## src/rtl/adcseq_pkg.sv

```systemverilog
package adcseq_pkg;

    localparam int WORD_W   = 16;
    localparam int OP_W     = 4;
    localparam int VAL_W    = WORD_W - OP_W;
    localparam int LEN_W    = 6;

    localparam logic [OP_W-1:0] OP_NOP    = 4'b0000;
    localparam logic [OP_W-1:0] OP_RD_CFG = 4'b0011;
    localparam logic [OP_W-1:0] OP_WR_CFG = 4'b1000;

    localparam logic [LEN_W-1:0] LEN_BOOT = 6'd32;
    localparam logic [LEN_W-1:0] LEN_REG  = 6'd48;
    localparam logic [LEN_W-1:0] LEN_CONV = 6'd16;

    typedef enum logic [2:0] {
        T_CFG_WR,
        T_RB_CMD,
        T_RB_DATA,
        T_READY,
        T_CONV,
        T_FAIL
    } seq_state_t;

    typedef enum logic [2:0] {
        E_IDLE,
        E_LEAD,
        E_HI,
        E_LO,
        E_TRAIL,
        E_GAP
    } eng_state_t;

    function automatic logic [WORD_W-1:0] mk_cmd(logic [OP_W-1:0] op, logic [VAL_W-1:0] val);
        return {op, val};
    endfunction

endpackage

```

## src/rtl/adcseq_div.sv

```systemverilog
module adcseq_div #(
    parameter int HALF = 2
) (
    input  logic clk,
    input  logic rst_n,
    input  logic en,
    output logic tick
);
    localparam int DW = (HALF > 1) ? $clog2(HALF) : 1;

    generate
        if (HALF <= 1) begin : g_direct
            assign tick = en;
        end else begin : g_count
            logic [DW-1:0] cnt;
            assign tick = en && (cnt == DW'(HALF - 1));
            always_ff @(posedge clk or negedge rst_n) begin
                if (!rst_n) begin
                    cnt <= '0;
                end else if (!en || tick) begin
                    cnt <= '0;
                end else begin
                    cnt <= cnt + DW'(1);
                end
            end
        end
    endgenerate
endmodule

```

## src/rtl/adcseq_frame.sv

```systemverilog
module adcseq_frame
    import adcseq_pkg::*;
#(
    parameter int HALF = 2,
    parameter int GAP  = 2
) (
    input  logic              clk,
    input  logic              rst_n,
    input  logic              go,
    input  logic [LEN_W-1:0]  nclk,
    input  logic [WORD_W-1:0] tx,
    input  logic              sdo_a,
    input  logic              sdo_b,
    output logic              cs_n,
    output logic              sclk,
    output logic              din,
    output logic [WORD_W-1:0] cap_a,
    output logic [WORD_W-1:0] cap_b,
    output logic              done,
    output logic              idle
);
    localparam int GW = (GAP > 1) ? $clog2(GAP) : 1;

    eng_state_t        st, st_nx;
    logic              tick;
    logic              en;
    logic [LEN_W-1:0]  edges;
    logic [LEN_W-1:0]  nclk_q;
    logic [WORD_W-1:0] txsr;
    logic [GW-1:0]     gcnt;
    logic              gap_end;

    assign en      = (st == E_LEAD) || (st == E_HI) || (st == E_LO) || (st == E_TRAIL);
    assign idle    = (st == E_IDLE);
    assign gap_end = (st == E_GAP) && (gcnt == GW'(GAP - 1));

    adcseq_div #(.HALF(HALF)) u_div (
        .clk  (clk),
        .rst_n(rst_n),
        .en   (en),
        .tick (tick)
    );

    always_comb begin
        st_nx = st;
        unique case (st)
            E_IDLE:  if (go)      st_nx = E_LEAD;
            E_LEAD:  if (tick)    st_nx = E_HI;
            E_HI:    if (tick)    st_nx = ((edges + LEN_W'(1)) == nclk_q) ? E_TRAIL : E_LO;
            E_LO:    if (tick)    st_nx = E_HI;
            E_TRAIL: if (tick)    st_nx = E_GAP;
            E_GAP:   if (gap_end) st_nx = E_IDLE;
            default:              st_nx = E_IDLE;
        endcase
    end

    always_ff @(posedge clk or negedge rst_n) begin
        if (!rst_n) st <= E_IDLE;
        else        st <= st_nx;
    end

    always_ff @(posedge clk or negedge rst_n) begin
        if (!rst_n) begin
            cs_n   <= 1'b1;
            sclk   <= 1'b0;
            din    <= 1'b0;
            edges  <= '0;
            nclk_q <= '0;
            txsr   <= '0;
            gcnt   <= '0;
            cap_a  <= '0;
            cap_b  <= '0;
            done   <= 1'b0;
        end else begin
            done <= 1'b0;
            unique case (st)
                E_IDLE: begin
                    if (go) begin
                        cs_n   <= 1'b0;
                        nclk_q <= nclk;
                        txsr   <= tx;
                        edges  <= '0;
                    end
                end
                E_LEAD, E_LO: begin
                    if (tick) begin
                        sclk <= 1'b1;
                        din  <= txsr[WORD_W-1];
                        txsr <= {txsr[WORD_W-2:0], 1'b0};
                    end
                end
                E_HI: begin
                    if (tick) begin
                        sclk  <= 1'b0;
                        edges <= edges + LEN_W'(1);
                        if (edges < LEN_W'(WORD_W)) begin
                            cap_a <= {cap_a[WORD_W-2:0], sdo_a};
                            cap_b <= {cap_b[WORD_W-2:0], sdo_b};
                        end
                    end
                end
                E_TRAIL: begin
                    if (tick) begin
                        cs_n <= 1'b1;
                        gcnt <= '0;
                    end
                end
                E_GAP: begin
                    gcnt <= gcnt + GW'(1);
                    if (gap_end) done <= 1'b1;
                end
                default: ;
            endcase
        end
    end
endmodule

```

## src/rtl/adcseq_top.sv

```systemverilog
module adcseq_top
    import adcseq_pkg::*;
#(
    parameter int              HALF     = 2,
    parameter int              GAP      = 2,
    parameter logic [15:0]     CFG_WORD = 16'h8800,
    parameter bit              VERIFY   = 1'b1
) (
    input  logic        clk,
    input  logic        rst_n,
    input  logic        start,
    input  logic        sdo_a,
    input  logic        sdo_b,
    output logic        cs_n,
    output logic        sclk,
    output logic        din,
    output logic [15:0] res_a,
    output logic [15:0] res_b,
    output logic        res_valid,
    output logic        cfg_ok,
    output logic        cfg_error
);
    localparam logic [WORD_W-1:0] CMD_RD  = mk_cmd(OP_RD_CFG, '0);
    localparam logic [WORD_W-1:0] CMD_NOP = mk_cmd(OP_NOP, '0);

    seq_state_t        st, st_nx;
    logic              sent;
    logic              go;
    logic              eng_done;
    logic              eng_idle;
    logic [LEN_W-1:0]  nclk;
    logic [WORD_W-1:0] tx;
    logic [WORD_W-1:0] cap_a, cap_b;
    logic              match;
    logic              framing;

    assign match   = (cap_a[VAL_W-1:0] == CFG_WORD[VAL_W-1:0]);
    assign framing = (st == T_CFG_WR) || (st == T_RB_CMD) || (st == T_RB_DATA) || (st == T_CONV);
    assign go      = framing && eng_idle && !sent;

    always_comb begin
        unique case (st)
            T_CFG_WR:  begin tx = CFG_WORD; nclk = LEN_BOOT; end
            T_RB_CMD:  begin tx = CMD_RD;   nclk = LEN_REG;  end
            T_RB_DATA: begin tx = CMD_NOP;  nclk = LEN_REG;  end
            default:   begin tx = CMD_NOP;  nclk = LEN_CONV; end
        endcase
    end

    adcseq_frame #(.HALF(HALF), .GAP(GAP)) u_frame (
        .clk  (clk),
        .rst_n(rst_n),
        .go   (go),
        .nclk (nclk),
        .tx   (tx),
        .sdo_a(sdo_a),
        .sdo_b(sdo_b),
        .cs_n (cs_n),
        .sclk (sclk),
        .din  (din),
        .cap_a(cap_a),
        .cap_b(cap_b),
        .done (eng_done),
        .idle (eng_idle)
    );

    always_comb begin
        st_nx = st;
        unique case (st)
            T_CFG_WR:  if (eng_done) st_nx = VERIFY ? T_RB_CMD : T_READY;
            T_RB_CMD:  if (eng_done) st_nx = T_RB_DATA;
            T_RB_DATA: if (eng_done) st_nx = match ? T_READY : T_FAIL;
            T_READY:   if (start)    st_nx = T_CONV;
            T_CONV:    if (eng_done) st_nx = start ? T_CONV : T_READY;
            T_FAIL:                  st_nx = T_FAIL;
            default:                 st_nx = T_FAIL;
        endcase
    end

    always_ff @(posedge clk or negedge rst_n) begin
        if (!rst_n) st <= T_CFG_WR;
        else        st <= st_nx;
    end

    always_ff @(posedge clk or negedge rst_n) begin
        if (!rst_n) begin
            sent      <= 1'b0;
            res_a     <= '0;
            res_b     <= '0;
            res_valid <= 1'b0;
            cfg_ok    <= 1'b0;
            cfg_error <= 1'b0;
        end else begin
            res_valid <= 1'b0;
            if (go)       sent <= 1'b1;
            if (eng_done) sent <= 1'b0;
            if (eng_done) begin
                unique case (st)
                    T_CFG_WR:  if (!VERIFY) cfg_ok <= 1'b1;
                    T_RB_DATA: begin
                        if (match) cfg_ok    <= 1'b1;
                        else       cfg_error <= 1'b1;
                    end
                    T_CONV: begin
                        res_a     <= cap_a;
                        res_b     <= cap_b;
                        res_valid <= 1'b1;
                    end
                    default: ;
                endcase
            end
        end
    end
endmodule

```

## config.mk

```make
export PLATFORM = sky130hd
export DESIGN_NAME = adcseq_top
export DESIGN_NICKNAME = d
export VERILOG_FILES = /design/src/rtl/adcseq_pkg.sv /design/src/rtl/adcseq_div.sv /design/src/rtl/adcseq_frame.sv /design/src/rtl/adcseq_top.sv
export SDC_FILE = /design/constraint.sdc
export NUM_CORES = 1
export LEC_CHECK = 0
export ABC_AREA = 1
export CAP_MARGIN = 0
export CORE_MARGIN = 2
export CORE_UTILIZATION = 39
export CTS_CLUSTER_DIAMETER = 120
export DETAILED_ROUTE_END_ITERATION = 8
export GPL_TIMING_DRIVEN = 0
export HOLD_SLACK_MARGIN = 0.15
export PLACE_DENSITY_LB_ADDON = 0.2
export SLEW_MARGIN = 25
export SYNTH_ARGS = -nofsm -noshare
export SYNTH_HDL_FRONTEND = slang
export SYNTH_SLANG_ARGS = --single-unit
export TNS_END_PERCENT = 20
```

## constraint.sdc

```tcl
create_clock -name clk -period 1.8 [get_ports clk]
set_clock_uncertainty 0.1 [all_clocks]
set_input_delay 0.18 -clock clk [delete_from_list [all_inputs] [get_ports clk]]
set_output_delay 0.18 -clock clk [all_outputs]
set_load 0.01 [all_outputs]
```

==> metrics.md <==
| Metric | Value |
|---|---|
| Status | `completed` |
| Routed via count | `2946` |
| Ranking of synthesized cells by area | `dfrtp_1 (58%), nand2_1 (10%), o21ai_0 (6.4%)` |
| F_max | `0.595 GHz` |
| Final slew viol count | `0` |
| Most frequent cell after synthesis | `nand2_1` |
| Ys flop type | `dfrtp_1` |
| CTS tree | `yes` |
| CTS Sinks | `93` |
| Root Buffer Master | `clkbuf_8` |
| Routed WL | `7630 um` |
| Final worst path period need | `1.68 ns` |
| Starting Density | `0.404` |
| Worst skew pair latency | `0.35 ns` |
| CP Data Arrival Time | `1.40 ns` |
| Commonest cells in the netlist | `nand2_1 (108), dfrtp_1 (92), inv_1 (64)` |
| GPL Wtd Cong | `0.800` |
| Critical-path cell list | `clkdlybuf4s50_1` |
| Worst path max stage delay | `0.53 ns` |
| H-tree depth | `3` |
| Comb pwr share | `0.018` |
| Post-synth top area share | `0.580` |
| Critical Path RT | `1.52 ns` |
| Avg Cell Area, Syn | `9.17 um2` |
| Pwr dens | `758 nW/um2` |
| CP Class | `reg -> out` |
| Grt total ovfl | `0` |
| Share of flip-flops with an asynchronous set or reset | `1.00` |
| Starting DRT DRC Count | `111` |
| Sw Ratio | `0.205` |
| IO Pins | `43` |
| Routed vias/inst | `4.68` |
| DIE AREA | `11000 um2` |
| Hold Fails Final Rpt | `0` |
| IO Port Bufs | `42` |
| DIE HEIGHT | `105 um` |
| RSZ-0062 raised after global routing | `no` |
| Cell Rows | `36` |
| DRC viols | `0` |
| Static leakage | `2.10 nW` |
| Largest net degree at the start of global routing | `75` |
| Seq/Total Area, Yosys | `0.587` |
| Internal Power | `2.93 mW` |
| Worst slew pin tran | `0.816 ns` |
| Nets | `498` |
| Syn Nets | `439` |
| Final Cycle Share | `0.934` |
| Max FO, Critical Path | `2` |
| Vias in the first global route | `2783` |
| Antenna-violating nets left | `0` |
| Netlist cell types | `35` |
| Clock-pin slew on the worst setup and hold paths | `0.09 ns` |
| Register bit total from synthesis | `93` |
| Router iterations before antenna repair | `5` |
| Routed WL per cell | `12.1 um` |
| NetSw | `0.756 mW` |
| Total power draw | `3.68 mW` |
| Worst slew margin | `0.456` |
| Final core occ | `0.495` |
| Critical path buffers and inverters | `1` |
| CP delay by family, top | `flip-flops` |
| Worst setup SP type | `register` |
| DP Wirelength | `5400 um` |
| Synth area leader | `dfrtp_1` |
| Gr usage total | `0.148` |
| Yosys warning count | `0` |
| Power share of the clock group | `0.414` |
| Maximum vdd ir drop | `0.465 mV` |
| Ratio of cells with drive above 1 in the final layout | `0.119` |
| Area grow syn2layout | `22.4%` |
| Clock buffer depth | `2` |
| Number of synthesized flops with an enable pin | `0` |
| Cells after Synth | `433` |
| Worst min path class | `in -> async` |
| Maxcap violations | `0` |
| Die W | `105 um` |
| Endpoints failing setup | `0` |
| Antenna diode count | `0` |
| Cell area after synthesis | `3970 um2` |
| Core area | `9820 um2` |
| CTS Buf Count | `9` |
| First-pass GRT wire length | `13100 um` |
| CP max-delay cell | `dfstp_2` |
| Initial antenna violation count | `0` |
| Setup_tns | `0 ns` |
| CP Capture Type | `output pin` |
| Part of the power in registers | `0.567` |
-- cell usage in the layout, fill, tap and decap left out, drive strengths merged, types with 2 or more instances in the layout --
master / instances
nand2: 111
dfrtp: 92
o21ai: 85
inv: 65
clkdlybuf4s50: 41
nor2: 21
nand3: 18
clkbuf: 14
buf: 14
a21oi: 7
nand4: 6
nor3: 3
o21bai: 2
o22ai: 2
bufinv: 2
clkinv: 2
-- path summary, 6_finish.rpt --
| check | startpoint | endpoint | slack (ns) | cells after the start |
|---|---|---|---|---|
| max | u_frame.cs_n | cs_n | 0.12 | 1 |
| min | rst_n | u_frame.cap_a[11] | 0.30 | 3 |
| max reg2reg | u_frame.st[1] | u_frame.cap_a[14] | 0.12 | 7 |
| min reg2reg | u_frame.cs_n | u_frame.cs_n | 0.37 | 2 |
| max in group asynchronous | rst_n | res_a[12] | 0.53 | 3 |
| min in group clk | u_frame.cs_n | u_frame.cs_n | 0.37 | 2 |
-- sequential cells by signal, indices dropped and copies added (netlist names) --
| signal | count |
|---|---|
| u_frame.din | 1 |
| st | 3 |
| u_frame.sclk | 1 |
| u_frame.st | 3 |
| res_valid | 1 |
| cfg_error | 1 |
| u_frame.gcnt | 1 |
| sent | 1 |
| u_frame.done | 1 |
| u_frame.cs_n | 1 |
| res_a | 16 |
| cfg_ok | 1 |
| u_frame.edges | 6 |
| u_frame.cap_a | 16 |
| u_frame.u_div.g_count.cnt | 1 |
| u_frame.txsr | 5 |
| u_frame.cap_b | 16 |
| u_frame.nclk_q | 2 |
| res_b | 16 |
-- metal layers --
metal / track usage / vias up / part of all wire
li1: - / 1504 / -
met2: 0.234 / 40 / 0.48
met5: 0 / - / 0
met1: 0.200 / 1398 / 0.48
met3: 0.0393 / 4 / 0.036
met4: 0.0429 / 0 / 0.0063
-- power by group through the flow --
stage	Clock (mW)	Combinational (mW)	Sequential, mW
detailed placement	0	0.0664	2.13
global placement	0	0.0581	2.13
CTS	1.57	0.0700	2.09
global route	1.66	0.0772	2.09
floorplan	0	0.00562	2.13
finish	1.53	0.0665	2.09
-- cell families after synthesis --
group	Yosys count	synth area share
compound gates	99	0.142
fa+ha+maj	1	0.00315
flops	93	0.587
buf+inv	78	0.0832
simple gates	162	0.185
-- repair_timing --
| action | in CTS | in global routing |
|---|---|---|
| resized for setup | 0 | 9 |
| setup endpoints to repair | 0 | 52 |
| hold buffers | 2 | 0 |
| buffers inserted | 0 | 3 |
| hold endpoints to repair | 92 | 0 |
-- area by class of cell --
cell class	count	area, um2
Tap cell	133	166
Fill cell	969	4960
Buffer	13	90.1
Clock inverter	5	85.1
Timing Repair Buffer	48	494
Inverter	65	244
Multi-Input combinational cell	262	1310
Sequential cell	93	2330
Clock buffer	10	138
-- through the flow --
stage / instances / area (um2) / hold slack, ns / setup slack, ns
finish: 629 / 4860 / 0.297 / 0.118
global route: 629 / 4860 / 0.302 / 0.00485
CTS: 626 / 4830 / 0.289 / 0.0345
detailed placement: 609 / 4580 / -0.0666 / 0.0517
global placement: 608 / 4560 / 0.356 / -2.94
floorplan: 433 / 3970 / -0.216 / 0.324
No activity file was read; power rests on OpenSTA's default activity.
